**src/rtl/mmu_pkg.sv**
```systemverilog
// Shared sizing for the page-mapping translator.
// Assumes: the physical address is at least as wide as the logical address.
package mmu_pkg;
    localparam int unsigned LOG_W_DEF    = 16;  // processor address width
    localparam int unsigned OFFSET_W_DEF = 12;  // 4 KB pages
    localparam int unsigned PPN_W_DEF    = 12;  // physical page number width
endpackage

```
**src/rtl/mmu_page_table.sv**
```systemverilog
// Sixteen-slot (by default) page-number store with one synchronous write port
// and one combinational read port.
// Assumes: contents are undefined until written; reset deliberately does not
// touch the storage, since software owns initialisation.
module mmu_page_table #(
    parameter int unsigned IDX_W = 4,
    parameter int unsigned PPN_W = 12
) (
    input  logic             clk,
    input  logic             wr_en,
    input  logic [IDX_W-1:0] wr_idx,
    input  logic [PPN_W-1:0] wr_ppn,
    input  logic [IDX_W-1:0] rd_idx,
    output logic [PPN_W-1:0] rd_ppn
);
    localparam int unsigned SLOTS = 1 << IDX_W;

    logic [PPN_W-1:0] slot_q [SLOTS];

    // One register per slot, each loaded only when its index is written.
    for (genvar s = 0; s < SLOTS; s++) begin : g_slot
        // Purpose: capture the new page number into this slot on a matching write.
        always_ff @(posedge clk) begin
            if (wr_en && (wr_idx == IDX_W'(s))) begin
                slot_q[s] <= wr_ppn;
            end
        end
    end

    // Purpose: combinational lookup of the slot chosen by the read index.
    always_comb begin
        rd_ppn = slot_q[rd_idx];
    end
endmodule

```
**src/rtl/mmu_addr_compose.sv**
```systemverilog
// Builds the physical address, either from a page number plus the offset or,
// under bypass, by zero-extending the logical address.
// Assumes: PHYS_W = PPN_W + OFFSET_W and PHYS_W >= LOG_W.
module mmu_addr_compose #(
    parameter int unsigned LOG_W    = 16,
    parameter int unsigned OFFSET_W = 12,
    parameter int unsigned PPN_W    = 12,
    parameter int unsigned PHYS_W   = PPN_W + OFFSET_W
) (
    input  logic [LOG_W-1:0]  log_addr,
    input  logic [PPN_W-1:0]  ppn,
    input  logic              bypass,
    output logic [PHYS_W-1:0] phys_addr
);
    localparam int unsigned EXT_W = PHYS_W - LOG_W;

    // Purpose: choose between the mapped address and the zero-extended one.
    always_comb begin
        if (bypass) begin
            phys_addr = {{EXT_W{1'b0}}, log_addr};
        end else begin
            phys_addr = {ppn, log_addr[OFFSET_W-1:0]};
        end
    end
endmodule

```
**src/rtl/mmu_translator.sv**
```systemverilog
// Top of the page-mapping translator. The upper logical bits select a slot,
// the slot's page number replaces them, and the offset passes through.
// Assumes: the surrounding logic decodes the write strobe; rst_n resets no
// state here (the map is software-initialised) and serves the bound checker.
module mmu_translator #(
    parameter int unsigned LOG_W    = mmu_pkg::LOG_W_DEF,
    parameter int unsigned OFFSET_W = mmu_pkg::OFFSET_W_DEF,
    parameter int unsigned PPN_W    = mmu_pkg::PPN_W_DEF,
    parameter int unsigned IDX_W    = LOG_W - OFFSET_W,
    parameter int unsigned PHYS_W   = PPN_W + OFFSET_W
) (
    input  logic              clk,
    input  logic              rst_n,
    input  logic [LOG_W-1:0]  log_addr,
    input  logic              rom_sel,
    input  logic              map_we,
    input  logic [IDX_W-1:0]  map_idx,
    input  logic [PPN_W-1:0]  map_ppn,
    output logic [PHYS_W-1:0] phys_addr
);
    logic [IDX_W-1:0] page_sel;
    logic [PPN_W-1:0] page_ppn;

    // Purpose: take the slot index from the top logical bits.
    always_comb begin
        page_sel = log_addr[LOG_W-1:OFFSET_W];
    end

    mmu_page_table #(
        .IDX_W (IDX_W),
        .PPN_W (PPN_W)
    ) u_table (
        .clk    (clk),
        .wr_en  (map_we),
        .wr_idx (map_idx),
        .wr_ppn (map_ppn),
        .rd_idx (page_sel),
        .rd_ppn (page_ppn)
    );

    mmu_addr_compose #(
        .LOG_W    (LOG_W),
        .OFFSET_W (OFFSET_W),
        .PPN_W    (PPN_W),
        .PHYS_W   (PHYS_W)
    ) u_compose (
        .log_addr  (log_addr),
        .ppn       (page_ppn),
        .bypass    (rom_sel),
        .phys_addr (phys_addr)
    );
endmodule

```
**config.mk**
```make
export PLATFORM = sky130hd
export DESIGN_NAME = mmu_translator
export DESIGN_NICKNAME = d
export VERILOG_FILES = /design/src/rtl/mmu_pkg.sv /design/src/rtl/mmu_page_table.sv /design/src/rtl/mmu_addr_compose.sv /design/src/rtl/mmu_translator.sv
export SDC_FILE = /design/constraint.sdc
export NUM_CORES = 1
export LEC_CHECK = 0
export ABC_AREA = 1
export BUFFER_PORTS_ARGS = -buffer_cell sky130_fd_sc_hd__buf_4
export CORE_ASPECT_RATIO = 0.5
export CORE_MARGIN = 1.5
export CORE_UTILIZATION = 60
export CTS_BUF_LIST = sky130_fd_sc_hd__clkbuf_16
export DETAILED_ROUTE_END_ITERATION = 7
export HOLD_SLACK_MARGIN = 0.15
export PLACE_DENSITY = 0.79
export SYNTH_ARGS = -nofsm -noshare
export SYNTH_HDL_FRONTEND = slang
export SYNTH_HIERARCHICAL = 1
export SYNTH_SLANG_ARGS = --single-unit
```
**constraint.sdc**
```tcl
create_clock -name clk -period 1.5 [get_ports clk]
set_input_delay 0.225 -clock clk [delete_from_list [all_inputs] [get_ports clk]]
set_output_delay 0.225 -clock clk [all_outputs]
set_load 0.005 [all_outputs]
```
## Yosys cells after proc, flatten, opt, wreduce, memory -nomap -nowiden

Memory sizes are Yosys's and may differ from the RTL's.
Index checks and enable logic that the tools add are counted.

| word-level totals | value |
|---|---|
| register bits | 0 |
| memory bits (writable) | 192 |
| output and inout bits | 24 |
| memories kept | 1 |

| operators by class | value |
|---|---|
| equal/unequal tests | 15 |
| mux-type cells | 78 |
| reduce and logical (&&, ||, !) cells | 32 |

Memory list:

| memory | words | bits a word | rd ports | clocked after Yosys merged registers in | wr ports | RTL line | text |
|---|---|---|---|---|---|---|---|
| u_table.slot_q | 16 | 12 | 1 | 0 | 1 | mmu_page_table.sv:18 | `logic [PPN_W-1:0] slot_q [SLOTS];` |

Operator list:

| operator | count |
|---|---|
| $mux 12 | 15 |
| $reduce_or 12->1 | 15 |
| $mux 4 | 15 |
| $mux 1 | 47 |
| $eq 4x4->1 const B | 8 |
| $mux 24 | 1 |
| $eq 4x3->1 const B | 4 |
| $logic_and 1x1->1 | 16 |
| $eq 4x2->1 const B | 2 |
| $eq 4x1->1 const B | 1 |
| $logic_not 4->1 | 1 |

## Longest topological paths before layout

| depth | value |
|---|---|
| word-level depth | 20 |
| gate-level depth with buffers | 11 |

## Modules after synthesis

Netlist, hierarchy kept.

Modules (own cells, without submodules):

| module | instances | cells an instance | area each (um2) |
|---|---|---|---|
| mmu_page_table | 1 | 803 | 8324.2 |
| mmu_addr_compose | 1 | 42 | 210.2 |

## Worst setup path before layout

OpenSTA, ideal clock, no wires.

| timing | value |
|---|---|
| kind | in2reg |
| start | input port map_idx[2] |
| end | memory u_table.slot_q[4][0] (enable) |
| setup time | 380 ps |
| data arrival time | 960 ps |
| setup slack | 160 ps |
| stages | 4 |
| path buffers | 0 |
| cell sequence | inv_1 > nor2_1 > nand2_1 > nor2_1 |

| on the way | value |
|---|---|
| word-level cells in the longest chain between the ends | 20 |
| elaborated cells on any way between the ends | 109 |
| classes of those cells | eq/ne: 15; mux: 62; reduce/logical: 32 |

Ends and longest elaborated chain:

| what | RTL line | text |
|---|---|---|
| start, declared | mmu_translator.sv:17 | `input logic [IDX_W-1:0] map_idx,` |
| $eq 4x1->1 | mmu_page_table.sv:24 | `if (wr_en && (wr_idx == IDX_W'(s))) begin` |
| $logic_and 1x1->1 | mmu_page_table.sv:24 |  |
| $mux 1 | mmu_page_table.sv:24 |  |
| $mux 1 (not written as such) | mmu_page_table.sv:25 | `slot_q[s] <= wr_ppn;` |
| $reduce_or 12->1 (no source line) | -- |  |
| $mux 4 (no source line) or $mux 1 (tied branches) (15 in series) | -- |  |
| end, declared | mmu_page_table.sv:18 |  |

Parallel ways exist; a longest one is shown, timed or not.

## Worst setup path in the final report

| timing | value |
|---|---|
| start | memory u_table.slot_q[14][4] |
| end | output port phys_addr[16] |

| on the way | value |
|---|---|
| word-level cells in the longest chain between the ends | 2 |

Ends and longest elaborated chain:

| what | RTL line | text |
|---|---|---|
| $mem_v2 16x12 | -- |  |
| net page_ppn[4] | mmu_translator.sv:22 | `logic [PPN_W-1:0] page_ppn;` |
| $mux 24 | mmu_addr_compose.sv:19 | `if (bypass) begin` |
| end, declared | mmu_translator.sv:19 | `output logic [PHYS_W-1:0] phys_addr` |

The timed path passes the listed nets, and every way through them passes these cells.

==> impl_metrics.ini <==
[cells_and_area]
synthToLayoutAreaGrowth_pct = 23.3
drive_gt1_share_pct = 24.5
finish.utilization_pct = 76.8
fin_cells = 1134
max_flop_register = u_table/slot_q
biggestRegsByFlops = u_table/slot_q: 192 flops
finalInstanceArea_um2 = 10500
insertedDiodeCount = 0
num-nets-final = 965
largest_reg_flops = 192

[yosys]
net_count_after_synthesis = 881
yosys.cell_types.count = 11
syn_inst = 845
synth.top_cell.area_share_pct = 67.6
ys_warn_count = 6
synth_seq_cells = 192
synthesis.area_per_instance_um2 = 10.1
synthesis.area_um2 = 8530
netlist.top_cell.by_area = edfxtp_1
netlist_top_cells_area = edfxtp_1, nand2_1, nand3_1
synth-seq-area-share_pct = 67.6

[clock_network]
clock_tree.buffer_depth = 2
tritoncts_clock_tree = yes
clock_tree.root_cell = clkbuf_16
path_clk_slew_ps = 70
tritoncts.num_buffers = 17
ctsHtreeMaxLevel = 4
cts_setup_buffers = 0
clock_net_sink_count = 192

[floorplanning]
coreArea_um2 = 13700
boundaryPins = 60
die-height_um = 87.3
dieWidth_um = 172
floorplan.rows = 30
die-area_um2 = 15000
initial_utilization_pct = 62.3

[worst_setup_path]
endpoint_kind = output pin
crit_type = flip-flop to output pin
critical_path_peak_fanout = 1
worst_setup_endpoint = phys_addr[16]
cp_launch_type = flip-flop
worst_setup_path_startpoint = u_table/slot_q[14][4]$_DFFE_PP_
cp.arrival_ps = 1570
critPathRequiredTime_ps = 1270

[min_path]
hold-path-cell-count = 4
hold_class = input pin to flip-flop

[drt]
remaining_drc_errors = 0
post_drt_via_cell_ratio = 5.61
drt-total-wl_um = 21900
drt.antenna.violating_nets = 0
firstDrtPassIters = 8
post_dr_wirelength_cell_um = 19.3
initialDrtViolationCount = 840
dr_total_vias = 6357

[timing]
timing.final.ws_setup_ps = -297
slew_of_the_pin_with_the_lowest_slew_margin_ps = 310
fin_worst_hold_slack_ps = 432
fmax_mhz = 557
finalCritPeriodShare_pct = 120
setup_violations = 12
final.setup.tns_ps = -2730
maxSlewViolCount = 0
timing.final.crit_period_ps = 1800
hold_violation_count_in_the_final_report = 0
worst_slew_margin_rel_pct = 79.3
grt_setup_unrepaired = yes

[power_and_ir_drop]
power.ir.vdd_worst_uv = 858
power-per-cell-area_nw_per_um2 = 1100
totalPowerFinal_mw = 11.6
cellLeakagePower_nw = 4.65

[grt]
grt_first_pass_wirelength_um = 32200
grt_max_degree = 37
aggregate_global_route_resource_usage_pct = 30.1
grt_use_met1_pct = 39.0
grt_antenna_before_repair = 0
grt-busiest-layer = met2
globalRouteMet2Util_pct = 49.1
use_met3_pct = 6.95
total_global_routing_overflow = 0
first_global_vias = 6017

[placement]
post_dp_cell_area_um2 = 9380
dp_cells = 1089
routabilityCongestion = 0.911
io_buffer_count = 34
place.detailed.hpwl_um = 12500
place_worst_setup_slack_ps = -167

[status]
status = finished, violations left
violations = setup timing

[run]
maxCapViolCount = 0
## worst max-delay path: stages (launching register included)
cell	delay (ps)
edfxtp_1	330
inv_1	40
nand2_1	70
nand3_1	110
nand3_1	110
nand3_2	90
nand2_4	90
inv_4	40
nor2_4	140
buf_6	110
## cells in the final DEF (no fill, tap or decap), types with 3 or more instances in the layout
cell	count
dlygate4sd3_1	12
inv_1	149
inv_6	4
clkbuf_16	19
nand2_1	248
edfxtp_1	192
inv_8	3
inv_2	11
nand3_2	61
clkinv_4	4
nand2_2	21
buf_12	13
buf_6	6
buf_4	83
nand3_1	85
nor2_1	25
## synth_stat cells
cell	number
buf_1	4
buf_2	18
buf_4	16
buf_6	7
clkbuf_1	6
edfxtp_1	192
inv_1	159
inv_2	1
nand2_1	270
nand3_1	146
nor2_1	26
## final cells by class
| type | instances | area [um^2] |
|---|---|---|
| inverters | 160 | 603 |
| multi-input cells | 442 | 2210 |
| clock buffers | 17 | 425 |
| clock inverters | 15 | 150 |
| flip-flops and latches | 192 | 5770 |
| well taps | 192 | 240 |
| repair buffers | 116 | 1120 |
| fillers | 740 | 3180 |
## worst min path at each step
stage | startpoint | to | slack (ps)
floorplan | map_ppn[0] | u_table/slot_q[0][0]$_DFFE_PP_ | 320
global placement | log_addr[0] | phys_addr[0] | 450
detailed placement | log_addr[0] | phys_addr[0] | 450
CTS | map_we | u_table/slot_q[3][4]$_DFFE_PP_ | 410
global route | log_addr[0] | phys_addr[0] | 450
finish | map_we | u_table/slot_q[3][4]$_DFFE_PP_ | 430
## power breakdown
| group | leakage [nW] | switching [mW] | internal, mW | total (mW) |
|---|---|---|---|---|
| Clock | 0.286 | 2.08 | 2.35 | 4.42 |
| Sequential | 1.73 | 0.0279 | 6.01 | 6.04 |
| Combinational | 2.63 | 0.677 | 0.432 | 1.11 |
## logic make-up (layout without fill, tap and decap cells)
family	Yosys count	in the layout	synth area share, %
buf+inv	211	308	10.9
flops	192	192	67.6
simple gates	442	442	21.6
## timing repair
item / 4_1_cts / 5_1_grt
resized for setup: 34 / 70
hold buffers: 12 / 0
pin swaps: 49 / 46
cloned: 0 / 2
hold endpoints to repair: 192 / 0
setup endpoints to repair: 12 / 12
## metal layers
metal | up-vias | part of all wire (%)
met1 | 2922 | 37
met5 | - | 0
met4 | 0 | 3.8
li1 | 2859 | -
met3 | 95 | 12
met2 | 481 | 47
Note: power is estimated with default switching activity, not from simulation.
